==> src/rtl/sdc_bringup_pkg.sv <==
`timescale 1ns/1ps
package sdc_bringup_pkg;

  parameter int unsigned SDC_DW = 32;
  parameter int unsigned SDC_AW = 1;
  localparam int unsigned SDC_SW = SDC_DW / 8;

  // number of bus slots in the write program (writes and gaps)
  localparam int unsigned SDC_NSTEPS = 5;
  localparam int unsigned SDC_IW = $clog2(SDC_NSTEPS);

  typedef enum logic [1:0] {
    SQ_WAIT = 2'd0,
    SQ_HOLD = 2'd1,
    SQ_RUN  = 2'd2,
    SQ_DONE = 2'd3
  } sq_state_e;

  typedef struct packed {
    logic              wr;
    logic [SDC_AW-1:0] adr;
    logic [SDC_DW-1:0] dat;
  } bus_step_t;

  function automatic bus_step_t mk_write(input logic [SDC_AW-1:0] a,
                                         input logic [SDC_DW-1:0] d);
    bus_step_t s;
    s.wr  = 1'b1;
    s.adr = a;
    s.dat = d;
    return s;
  endfunction

  function automatic bus_step_t mk_gap();
    bus_step_t s;
    s.wr  = 1'b0;
    s.adr = '0;
    s.dat = '0;
    return s;
  endfunction

endpackage

==> src/rtl/sdc_seq_ctrl.sv <==
`timescale 1ns/1ps
module sdc_seq_ctrl
  import sdc_bringup_pkg::*;
#(
  parameter int unsigned HOLD_CYCLES = 5
) (
  input  logic              clk,
  input  logic              rst,
  input  logic              clk_locked_i,
  output logic              step_go_o,
  output logic [SDC_IW-1:0] step_idx_o,
  output logic              ctl_rst_o,
  output logic              done_o
);

  localparam int unsigned CW = (HOLD_CYCLES < 2) ? 1 : $clog2(HOLD_CYCLES);
  localparam logic [CW-1:0] LAST_CNT = CW'(HOLD_CYCLES - 1);
  localparam logic [SDC_IW-1:0] LAST_IDX = SDC_IW'(SDC_NSTEPS - 1);

  sq_state_e         st;
  logic [CW-1:0]     cnt;
  logic [SDC_IW-1:0] idx;
  logic              ctl_rst_q;
  logic              done_q;

  always_ff @(posedge clk) begin
    if (rst) begin
      st        <= SQ_WAIT;
      cnt       <= '0;
      idx       <= '0;
      ctl_rst_q <= 1'b1;
      done_q    <= 1'b0;
    end else begin
      case (st)
        SQ_WAIT: begin
          if (clk_locked_i) begin
            st  <= SQ_HOLD;
            cnt <= CW'(1);
          end
        end
        SQ_HOLD: begin
          if (cnt == LAST_CNT) begin
            st        <= SQ_RUN;
            ctl_rst_q <= 1'b0;
            idx       <= '0;
          end else begin
            cnt <= cnt + 1'b1;
          end
        end
        SQ_RUN: begin
          if (idx == LAST_IDX) begin
            st <= SQ_DONE;
          end else begin
            idx <= idx + 1'b1;
          end
        end
        SQ_DONE: begin
          done_q <= 1'b1;
        end
        default: st <= SQ_WAIT;
      endcase
    end
  end

  assign step_go_o  = (st == SQ_RUN);
  assign step_idx_o = idx;
  assign ctl_rst_o  = ctl_rst_q;
  assign done_o     = done_q;

  AST_WAIT_NEEDS_LOCK: assert property (@(posedge clk) disable iff (rst)
    (st == SQ_WAIT && !clk_locked_i) |=> (st == SQ_WAIT));

  AST_HOLD_KEEPS_RESET: assert property (@(posedge clk) disable iff (rst)
    (st == SQ_HOLD) |-> ctl_rst_q);

  AST_RUN_NOT_DONE: assert property (@(posedge clk) disable iff (rst)
    (st == SQ_RUN) |-> !done_q);

endmodule

==> src/rtl/sdc_step_rom.sv <==
`timescale 1ns/1ps
module sdc_step_rom
  import sdc_bringup_pkg::*;
#(
  parameter logic [SDC_AW-1:0]   CMD_ADR   = 1'b0,
  parameter logic [SDC_AW-1:0]   ARG_ADR   = 1'b1,
  parameter logic [7:0]          DIVIDER   = 8'h0B,
  parameter logic [SDC_DW-9:0]   CFG_UPPER = 24'h555655,
  parameter logic [7:0]          CFG_OP    = 8'hC0,
  parameter logic [7:0]          IDLE_OP   = 8'h40,
  parameter logic [SDC_DW-1:0]   FILL_WORD = 32'hFFFF_FFFF
) (
  input  logic [SDC_IW-1:0] idx_i,
  output bus_step_t         step_o
);

  localparam logic [SDC_DW-1:0] CFG_WORD = {CFG_UPPER, DIVIDER};
  localparam logic [SDC_DW-1:0] CFG_CMD  = {{(SDC_DW-8){1'b0}}, CFG_OP};
  localparam logic [SDC_DW-1:0] IDLE_CMD = {{(SDC_DW-8){1'b0}}, IDLE_OP};

  bus_step_t prog [SDC_NSTEPS];

  // slot order is behaviour: argument first, a one-slot gap, then the
  // configuration command, then argument and card command back to back
  for (genvar g = 0; g < SDC_NSTEPS; g++) begin : g_slot
    always_comb begin
      case (g)
        0:       prog[g] = mk_write(ARG_ADR, CFG_WORD);
        1:       prog[g] = mk_gap();
        2:       prog[g] = mk_write(CMD_ADR, CFG_CMD);
        3:       prog[g] = mk_write(ARG_ADR, FILL_WORD);
        4:       prog[g] = mk_write(CMD_ADR, IDLE_CMD);
        default: prog[g] = mk_gap();
      endcase
    end
  end

  always_comb begin
    if (int'(idx_i) < SDC_NSTEPS) step_o = prog[idx_i];
    else                          step_o = mk_gap();
  end

endmodule

==> src/rtl/sdc_wb_drive.sv <==
`timescale 1ns/1ps
module sdc_wb_drive
  import sdc_bringup_pkg::*;
(
  input  logic              clk,
  input  logic              rst,
  input  logic              go_i,
  input  bus_step_t         step_i,
  output logic              wb_cyc_o,
  output logic              wb_stb_o,
  output logic              wb_we_o,
  output logic [SDC_AW-1:0] wb_adr_o,
  output logic [SDC_DW-1:0] wb_dat_o,
  output logic [SDC_SW-1:0] wb_sel_o
);

  logic issue;
  assign issue = go_i && step_i.wr;

  always_ff @(posedge clk) begin
    if (rst || !issue) begin
      wb_cyc_o <= 1'b0;
      wb_stb_o <= 1'b0;
      wb_we_o  <= 1'b0;
      wb_adr_o <= '0;
      wb_dat_o <= '0;
      wb_sel_o <= '0;
    end else begin
      wb_cyc_o <= 1'b1;
      wb_stb_o <= 1'b1;
      wb_we_o  <= 1'b1;
      wb_adr_o <= step_i.adr;
      wb_dat_o <= step_i.dat;
      wb_sel_o <= '1;
    end
  end

  AST_STB_HAS_CYC_WE: assert property (@(posedge clk) disable iff (rst)
    wb_stb_o |-> (wb_cyc_o && wb_we_o));

  AST_STB_ALL_BYTES: assert property (@(posedge clk) disable iff (rst)
    wb_stb_o |-> (&wb_sel_o));

  AST_BACK_TO_BACK_ALT: assert property (@(posedge clk) disable iff (rst)
    (wb_stb_o && $past(wb_stb_o)) |-> (wb_adr_o != $past(wb_adr_o)));

endmodule

==> src/rtl/sdc_bringup_seq.sv <==
`timescale 1ns/1ps
module sdc_bringup_seq
  import sdc_bringup_pkg::*;
#(
  parameter int unsigned        HOLD_CYCLES = 5,
  parameter logic [7:0]         DIVIDER     = 8'h0B,
  parameter logic [SDC_DW-9:0]  CFG_UPPER   = 24'h555655,
  parameter logic [7:0]         CFG_OP      = 8'hC0,
  parameter logic [7:0]         IDLE_OP     = 8'h40,
  parameter logic [SDC_DW-1:0]  FILL_WORD   = 32'hFFFF_FFFF
) (
  input  logic              clk,
  input  logic              rst,
  input  logic              clk_locked_i,
  output logic              ctl_rst_o,
  output logic              wb_cyc_o,
  output logic              wb_stb_o,
  output logic              wb_we_o,
  output logic [SDC_AW-1:0] wb_adr_o,
  output logic [SDC_DW-1:0] wb_dat_o,
  output logic [SDC_SW-1:0] wb_sel_o,
  output logic              done_o
);

  logic              step_go;
  logic [SDC_IW-1:0] step_idx;
  bus_step_t         step;

  sdc_seq_ctrl #(
    .HOLD_CYCLES (HOLD_CYCLES)
  ) i_ctrl (
    .clk          (clk),
    .rst          (rst),
    .clk_locked_i (clk_locked_i),
    .step_go_o    (step_go),
    .step_idx_o   (step_idx),
    .ctl_rst_o    (ctl_rst_o),
    .done_o       (done_o)
  );

  sdc_step_rom #(
    .CMD_ADR   (1'b0),
    .ARG_ADR   (1'b1),
    .DIVIDER   (DIVIDER),
    .CFG_UPPER (CFG_UPPER),
    .CFG_OP    (CFG_OP),
    .IDLE_OP   (IDLE_OP),
    .FILL_WORD (FILL_WORD)
  ) i_rom (
    .idx_i  (step_idx),
    .step_o (step)
  );

  sdc_wb_drive i_drive (
    .clk      (clk),
    .rst      (rst),
    .go_i     (step_go),
    .step_i   (step),
    .wb_cyc_o (wb_cyc_o),
    .wb_stb_o (wb_stb_o),
    .wb_we_o  (wb_we_o),
    .wb_adr_o (wb_adr_o),
    .wb_dat_o (wb_dat_o),
    .wb_sel_o (wb_sel_o)
  );

  AST_NO_BUS_IN_RESET: assert property (@(posedge clk) disable iff (rst)
    ctl_rst_o |-> !wb_stb_o);

  AST_DONE_STICKY: assert property (@(posedge clk) disable iff (rst)
    done_o |=> done_o);

  AST_DONE_QUIET: assert property (@(posedge clk) disable iff (rst)
    done_o |-> !wb_stb_o);

  AST_CYC_ONLY_WITH_STB: assert property (@(posedge clk) disable iff (rst)
    wb_cyc_o |-> wb_stb_o);

endmodule

==> config.mk <==
export PLATFORM = sky130hd
export DESIGN_NAME = sdc_bringup_seq
export DESIGN_NICKNAME = d
export VERILOG_FILES = /design/src/rtl/sdc_bringup_pkg.sv /design/src/rtl/sdc_seq_ctrl.sv /design/src/rtl/sdc_step_rom.sv /design/src/rtl/sdc_wb_drive.sv /design/src/rtl/sdc_bringup_seq.sv
export SDC_FILE = /design/constraint.sdc
export NUM_CORES = 1
export LEC_CHECK = 0
export BUFFER_PORTS_ARGS = -buffer_cell sky130_fd_sc_hd__buf_4
export CAP_MARGIN = 0
export CELL_PAD_IN_SITES_DETAIL_PLACEMENT = 1
export CELL_PAD_IN_SITES_GLOBAL_PLACEMENT = 2
export CORE_MARGIN = 8
export CORE_UTILIZATION = 27
export DETAILED_ROUTE_END_ITERATION = 6
export HOLD_SLACK_MARGIN = 0.1
export PLACE_DENSITY = 0.85
export SYNTH_ARGS = -nofsm -noshare
export SYNTH_HDL_FRONTEND = slang
export SYNTH_SLANG_ARGS = --single-unit
==> constraint.sdc <==
create_clock -name clk -period 3.55 [get_ports clk]
set_input_delay 0.71 -clock clk [delete_from_list [all_inputs] [get_ports clk]]
set_output_delay 0.71 -clock clk [all_outputs]
set_load 0.03 [all_outputs]
# Word-level counts from Yosys, hierarchy flattened

Memories as Yosys holds them, arrays and structs flattened.
Index checks and enable logic that the tools add are counted.

Memories: 1
Input port bits: 3
Output and inout bits: 42
Bits in read-only memories: 272
Flip-flop bits (word level): 48

Memories:

| memory          | depth | width | rd ports | clocked after Yosys merged registers in | wr ports | RTL line           | RTL |
|---|---|---|---|---|---|---|---|
| (no name shown) | 8     | 34    | 1        | 0                                       | 0        | sdc_step_rom.sv:39 | `if (int'(idx_i) < SDC_NSTEPS) step_o = prog[idx_i];` |

Add/sub/neg operators: 2
Reductions and logical operators: 12
Equal/unequal tests: 10
Muxes and demuxes: 15
Bitwise gates (word level): 2
Magnitude comparators: 2

Operator list:

| cell                                                     | count |
|---|---|
| two-way mux 34 bit                                       | 3 |
| two-way mux 3 bit                                        | 4 |
| case mux 3 bit (2 select lines)                          | 2 |
| != test 2 bit, second input constant                     | 4 |
| adder 3 x 1 -> 3 bit, second input constant              | 2 |
| equality test 3 bit, second input constant               | 2 |
| two-way mux 2 bit                                        | 3 |
| case mux 2 bit (3 select lines)                          | 1 |
| AND reduction 3 bit                                      | 2 |
| equality test 2 bit, second input constant               | 2 |
| greater-or-equal comparator 4 bit, second input constant | 1 |
| two-way mux 4 bit                                        | 1 |
| NOT 3 -> 4 bit                                           | 1 |
| AND reduction 4 bit                                      | 1 |
| nonzero test 2 bit                                       | 2 |
| < comparator 3 bit, second input constant                | 1 |
| nonzero test 3 bit                                       | 1 |
| equality test 2 x 1 -> 1 bit, second input constant      | 1 |
| zero test 2 bit                                          | 1 |
| != test 2 x 1 -> 1 bit, second input constant            | 1 |
| AND reduction 2 bit                                      | 1 |
| OR reduction 2 bit                                       | 1 |
| logical AND 1 bit                                        | 1 |
| zero test 1 bit                                          | 1 |
| 3 further kinds                                          | 3 |

# Depth between registers and ports, before layout

Gate-level depths: netlist (run 1).

Depth after elaboration: 9
Depth in mapped cells: 6
Gate-level depth less buffers: 6

# Cells and area by module

From an unflattened synthesis (run 1), not the netlist that was laid out.

Cells, all modules: 182
Area total of the unflattened synthesis: 1995.7 µm²

Modules (own cells, without submodules):

| module       | area each (µm²) | cells an instance | times used |
|---|---|---|---|
| sdc_wb_drive | 1109.8          | 83                | 1 |
| sdc_seq_ctrl | 613.1           | 63                | 1 |
| sdc_step_rom | 272.8           | 36                | 1 |

# Least setup slack after synthesis (run 1)

OpenSTA, ideal clock, no wires.

Kind: register to output
Start: reg i_drive.wb_dat_o[30] (netlist name)
End: out wb_dat_o[0]
Cell stages (with the launch flop): 2
Arrival time: 0.976 ns
Data required time: 2.840 ns
Setup slack: 1.864 ns
Cell sequence: dfxtp_1 > buf_4

RTL lines:

| what      | RTL line              | RTL |
|---|---|---|
| to (decl) | sdc_bringup_seq.sv:20 | `output logic [SDC_DW-1:0] wb_dat_o,` |

==> summary.md, run 1 <==
| Metric | Value |
|---|---|
| CTS tree | done |
| Die Y | around 77 um |
| Port-buffer cells | 44 |
| Pin count of the biggest net entering global routing | 17 |
| Yosys top cell by area | dfxtp_1 |
| Initial DRC count | 48 |
| CP Data Arrival Time | 1.10 ns |
| CP startpoint kind | flip-flop |
| Minimum clock period | 1.81 ns |
| Clock Latency Late Sink | around 0.25 ns |
| Vias in the first global route | around 820 |
| Total number of vias | 786 |
| Post-synthesis cell area | 996 um2 |
| Tcrit/Tclk final | 0.510 |
| Delay-heaviest family, CP | flip-flops |
| Starting density of the core | 0.276 |
| Hold Crit Class | flip-flop to flip-flop |
| CTS root buf | clkbuf_8 |
| Post-Route WL | between 2000 and 2500 um |
| Yosys Warn Count | 0 |
| Net Count, Synth | around 130 |
| Most frequent cells in the layout | buf_4, dfxtp_1, ha_1 |
| FP Rows | 22 |
| Dpl hpwl | between 1500 and 2000 um |
| Distinct cells, synth | 28 |
| Clk pin slew, worst setup/hold paths | 0.06 ns |
| Worst reg-to-reg path cell count | 6 |
| Post-cts sizing count | 0 |
| Placed inst area | around 0.0011 mm2 |
| Layout Nets | about 140 |
| DR WL met2 | ~870 um |
| Slowest cell on crit path | dfxtp_1 |
| RR Endpoint | i_ctrl.st[1] |
| Fraction of layout cells with a size suffix above 1 | 0.392 |
| Mapped Cells | 113 |
| Core ar. | around 0.0036 mm2 |
| Syn_area_per_cell | about 8.8 um2 |
| Hold buffers post-CTS | 0 |
| Clock sink count | 15 |
| Maximum vdd drop | about 0.14 mV |
| Setup Skew | 0.00497 ns |
| Gp weighted congestion | approximately 0.7 |
| Slew Limit Headroom | 0.692 |
| GRT Residual Overflow | 0 |
| Synth top area cells | dfxtp_1, buf_4, ha_1 |
| Max Clk Rate | between 500 and 600 MHz |
| Seq pwr share | 0.291 |
| First-pass GRT wire length | 3870 um |
| Inst Count DP | roughly 170 |
| Dpl ws | 1.79 ns |
| Seq/Total Area, Yosys | 0.302 |
| TritonCTS Buffers | 3 |
| Antenna viol nets, final | 0 |
| Slew Limit Fails | 0 |
| Status | completed |
| Buf/Inv on CP | 1 |
| # DRC | 0 |
| Hold Fails Final Rpt | 0 |
| Setup violators final | 0 |
| # diodes | 0 |
| Setup TNS | 0 ns |
| PwrDens | between 600 and 700 mW/mm2 |
| Internal power | roughly 0.43 mW |
| Critical path, cell by cell | buf_4 |
| Die area | slightly below 0.006 mm2 |
| CP Data Required Time | approximately 2.8 ns |
| Fin worst setup slack | about 1.7 ns |
| Crit path kind | flip-flop to output port |
| # IOs | 45 |
| Seq cells post-synth | 15 |
| Fin area | around 0.0012 mm2 |
| Sw Ratio | 0.443 |
| Drt first pass iters | 2 |
| Slowest stage delay, CP | ~0.60 ns |
| Area Overhead vs Synth | 17.0% |
| Comb power frac | 0.532 |
| Worst path depth | 1 |
| Clock tree buffer depth | 2 |
| Total track usage | 0.0795 |
| Drt wl/cell | ~13 um |
| Initial antenna violation count | 0 |
| Commonest non-fill, non-tap cell in the layout | buf_4 |
| Total Power | slightly below 0.8 mW |
| Met1 Routed Length | 936 um |
| Critical path endpoint category | output port |
| Vias per cell | between 4 and 5 |
| Post-synth top area share | 0.302 |
| Hold path cells | 1 |
| Hold endpoint | i_ctrl.ctl_rst_o |
| Worst Tran Pin Value | about 0.46 ns |
| Detailed-routed wire length on met3 | about 350 um |
| Sw Pwr | 0.344 mW |
| Final std cells w/o fill | ~170 |
| FF-to-FF setup slack | 1.88 ns |
| Top Layer Used | met4 |
| H-tree levels | 1 |
| Crit-path max FO | 16 |
| Post-CTS Setup Bufs | 0 |
| Maxcap violations | 0 |
| Clock share of power | 0.177 |
| Die X | approximately 77 um |
| Worst r2r src | i_ctrl.st[1] |
| RSZ-0062 raised after global routing | false |
| Leakage dissipation | roughly 0.54 nW |
| Hold_sp | i_ctrl.ctl_rst_o |
[metrics by stage]
stage | utilization | hold WS [ns]
2_1_floorplan | - | 0.440
3_3_place_gp | 0.311 | 0.443
3_5_place_dp | 0.311 | 0.447
4_1_cts | 0.323 | 0.461
5_1_grt | 0.323 | 0.486
6_report | 0.323 | 0.458
[cells in the mapped netlist]
| cell type | count |
|---|---|
| a21oi_1 | 3 |
| a221oi_1 | 1 |
| dfxtp_1 | 15 |
| nor3_1 | 1 |
| a21boi_1 | 3 |
| or3_1 | 2 |
| o31ai_1 | 1 |
| ha_1 | 10 |
| o21ai_0 | 4 |
| buf_4 | 35 |
| nand2b_1 | 4 |
| a211oi_2 | 1 |
| a31oi_1 | 1 |
| o32ai_1 | 1 |
| nand3_1 | 2 |
| o22ai_1 | 1 |
| and2_1 | 1 |
| a211oi_1 | 2 |
| and3_1 | 1 |
| inv_1 | 8 |
| a21o_1 | 1 |
| nor2_1 | 6 |
| and4bb_4 | 1 |
| nor4_1 | 1 |
| clkbuf_1 | 1 |
| nand2_1 | 4 |
| a211o_1 | 1 |
| mux2i_1 | 1 |
[state kept, by name, indices dropped and copies added, names as in the netlist]
register and count:
i_ctrl.cnt 3, i_ctrl.ctl_rst_o 1, i_ctrl.done_o 1, i_ctrl.st 2, i_ctrl.step_idx_o 3, i_drive.wb_dat_o 4
i_drive.wb_sel_o 1
[cells by family after synthesis]
logic type      count (synthesis)  synth area share
compound gates                 20             0.139
fa+ha+maj                      10             0.126
buf+inv                        44             0.298
mux                             1            0.0101
flops                          15             0.302
simple gates                   23             0.126
[metal layers]
metal / GRT usage / up-vias
met4: 0.0558 / 0
li1: - / 368
met1: 0.0850 / 364
met3: 0.0420 / 6
met2: 0.118 / 48
met5: 0 / -
[cell type report]
type                            instances  area, um2
Clock buffer                            4       45.0
Fill cell                             444       2440
Inverter                                8       30.0
Multi-Input combinational cell         54        399
Sequential cell                        15        300
Tap cell                               48       60.1
Timing Repair Buffer                   44        330
[how the worst max path moves through the flow]
stage                               from                   to  slack [ns]
global placement                     rst  i_drive.wb_dat_o[6]        1.93
finish              i_drive.wb_dat_o[30]         wb_dat_o[24]        1.74
global route        i_drive.wb_dat_o[30]         wb_dat_o[12]        1.67
CTS                 i_drive.wb_dat_o[30]         wb_dat_o[24]        1.73
detailed placement                   rst  i_drive.wb_dat_o[6]        1.79
floorplan           i_drive.wb_dat_o[30]          wb_dat_o[0]        1.86
[power groups by stage]
stage	combinational (mW)	sequential (mW)	clock, mW
2_1_floorplan	0.340	0.235	0
3_5_place_dp	0.418	0.231	0
5_1_grt	0.454	0.232	0.151
3_3_place_gp	0.405	0.227	0
4_1_cts	0.419	0.227	0.142
6_report	0.414	0.226	0.137
No activity file was read; power rests on OpenSTA's default activity.
==> run 2, diff against run 1 <==
--- a/config.mk
+++ b/config.mk
@@ -10,10 +10,10 @@
 export CELL_PAD_IN_SITES_DETAIL_PLACEMENT = 1
 export CELL_PAD_IN_SITES_GLOBAL_PLACEMENT = 2
 export CORE_MARGIN = 8
-export CORE_UTILIZATION = 27
+export CORE_UTILIZATION = 25
 export DETAILED_ROUTE_END_ITERATION = 6
 export HOLD_SLACK_MARGIN = 0.1
-export PLACE_DENSITY = 0.85
+export PLACE_DENSITY = 0.8
 export SYNTH_ARGS = -nofsm -noshare
 export SYNTH_HDL_FRONTEND = slang
 export SYNTH_SLANG_ARGS = --single-unit
==> constraint.sdc (replaced) <==
create_clock -name clk -period 1.89 [get_ports clk]
set_input_delay 0.378 -clock clk [delete_from_list [all_inputs] [get_ports clk]]
set_output_delay 0.378 -clock clk [all_outputs]
set_load 0.03 [all_outputs]
==> summary.md, run 2 (synthesized netlist as in run 1, its figures left out) <==
| Metric | Value |
|---|---|
| Status | completed (unchanged) |
| Setup Skew | 0.000573 ns (was 0.00497 ns) |
| Setup violators final | 0 (unchanged) |
| Initial antenna violation count | 0 (unchanged) |
| Hold WS | 0.390 ns (was 0.458 ns) |
| Hold buffers post-CTS | 0 (unchanged) |
| GRT Residual Overflow | 0 (unchanged) |
| Slew Limit Headroom | 0.678 (was 0.692) |
| Largest register FFs | 4 (unchanged) |
| Drt wl/cell | 12.8 um (about the same) |
| Fraction of layout cells with a size suffix above 1 | 0.400 (was 0.392) |
| Worst Tran Pin Value | 0.482 ns (was 0.461 ns) |
| Vias per cell | 4.30 (was 4.54) |
| Maxcap violations | 0 (unchanged) |
| Die area | 0.00626 mm2 (was 0.00589 mm2) |
| CTS tree | done (unchanged) |
| Pin count of the biggest net entering global routing | 17 (unchanged) |
| Clk pin slew, worst setup/hold paths | 0.06 ns (about the same) |
| Multi-input gate area | 399 um2 (unchanged) |
| Vias in the first global route | 745 (was 815) |
| Port-buffer cells | 44 (unchanged) |
| Post-CTS Setup Bufs | 0 (unchanged) |
| FP Rows | 23 (was 22) |
| CTS root buf | clkbuf_8 (unchanged) |
| Hold_sp | rst (was i_ctrl.ctl_rst_o) |
| CP Data Arrival Time | 1.82 ns (was 1.10 ns) |
| Worst r2r src | i_ctrl.st[1] (unchanged) |
| Dpl hpwl | 1760 um (was 1850 um) |
| # DRC | 0 (unchanged) |
| Post-cts sizing count | 0 (unchanged) |
| Max Clk Rate | 605 MHz |
| Crit path launch | i_ctrl.st[1] (was i_drive.wb_dat_o[30]) |
| Fillers | 475 (was 444) |
| Starting density of the core | 0.254 (was 0.276) |
| Crit path kind | flip-flop to flip-flop (was flip-flop to output port) |
| Die Y | 79.1 um (was 76.7 um) |
| Crit-path max FO | 7 (was 16) |
| Worst reg-to-reg path cell count | 5 (was 6) |
| Slew Limit Fails | 0 (unchanged) |
| Hold Crit Class | input port to flip-flop (was flip-flop to flip-flop) |
| CP Data Required Time | 2.06 ns (was 2.84 ns) |
| PwrDens | 1260 mW/mm2 (was 667 mW/mm2) |
| Core ar. | 0.00391 mm2 (was 0.00361 mm2) |
| Total track usage | 0.0662 (was 0.0795) |
| Most flops, register | i_drive.wb_dat_o (unchanged) |
| # diodes | 0 (unchanged) |
| Post-Route WL | 2240 um (was 2220 um) |
| Layout Nets | 139 (unchanged) |
| Antenna viol nets, final | 0 (unchanged) |
| Maximum vdd drop | 0.434 mV (was 0.137 mV) |
| Initial DRC count | 19 (was 48) |
| Total number of vias | 753 (was 786) |
| Gr busiest metal | met2 (unchanged) |
| # IOs | 45 (unchanged) |
| Met2 Use GR | 0.103 (was 0.118) |
| FF-to-FF setup slack | 0.24 ns (was 1.88 ns) |
| Clock Latency Late Sink | 0.25 ns (about the same) |
| Clock sink count | 15 (unchanged) |
| Setup TNS | 0 ns (unchanged) |
| Gp weighted congestion | 0.757 (was 0.690) |
| First-pass GRT wire length | 3340 um (was 3870 um) |
| Storage element area | 300 um2 (unchanged) |
| RSZ-0062 raised after global routing | false (unchanged) |
| Critical path endpoint category | flip-flop (was output port) |
| Leakage dissipation | 0.544 nW (was 0.541 nW) |
| Area Overhead vs Synth | 17.3% (was 17.0%) |
| GRT met3 Usage | 0.0395 (was 0.0420) |
| Most frequent cells in the layout | buf_4, dfxtp_1, ha_1 (unchanged) |
| H-tree levels | 1 (unchanged) |
| Die X | 79.1 um (was 76.7 um) |
| Minimum clock period | approximately 1.7 ns |
| Tcrit/Tclk final | 0.875 |
| Hold Fails Final Rpt | 0 (unchanged) |
| Clock tree buffer depth | 2 (unchanged) |
| Hold path cells | 2 (was 1) |
| TritonCTS Buffers | 3 (unchanged) |
| CP startpoint kind | flip-flop (unchanged) |
| M1 GR Usage | 0.0694 (was 0.0850) |
| Commonest non-fill, non-tap cell in the layout | buf_4 (unchanged) |
| Drt first pass iters | 4 (was 2) |
run 2: metrics by stage:
step | cell area, um2 | utilization | std cells | power, mW | worst slack (ns)
final | 1170 | 0.299 | 175 | 1.47 | 0.236
after global routing | 1170 | 0.299 | 175 | 1.58 | 0.134
after CTS | 1170 | 0.299 | 175 | 1.49 | 0.237
after global placement | 1120 | 0.287 | 171 | 1.18 | 0.315
after floorplan | 996 | - | 113 | 1.08 | 0.362
after detailed placement | 1120 | 0.287 | 171 | 1.22 | 0.247
run 2: power by group:
| part | switching, mW | internal, mW | total (mW) | leakage (nW) |
|---|---|---|---|---|
| clock network | 0.120 | 0.146 | 0.266 | 0.0255 |
| registers | 0.0619 | 0.363 | 0.425 | 0.122 |
| logic | 0.478 | 0.302 | 0.780 | 0.396 |
run 2: routing by layer:
layer | wire length [um] | part of all wire
met4 | 30 | 0.013
met1 | 968 | 0.43
met3 | 393 | 0.18
met5 | 0 | 0
met2 | 844 | 0.38
run 2: critical path: stages, from the launching register on:
cell	delay [ns]
dfxtp_1	0.38
inv_1	0.10
ha_1	0.26
or3_1	0.39
and4bb_4	0.23
a211oi_2	0.22
run 2: path summary, 6_finish.rpt:
kind / endpoint
max reg2reg: i_ctrl.st[0]
min reg2reg: i_ctrl.done_o
max: i_ctrl.st[0]
min: i_ctrl.cnt[1]
run 2: final cells by class:
class | count | area share
clock buffer | 3 | 0.0353
clock inverter | 1 | 0.00428
inverter | 8 | 0.0257
multi-input combinational | 54 | 0.342
sequential | 15 | 0.257
tap | 50 | 0.0535
timing repair buffer | 44 | 0.283
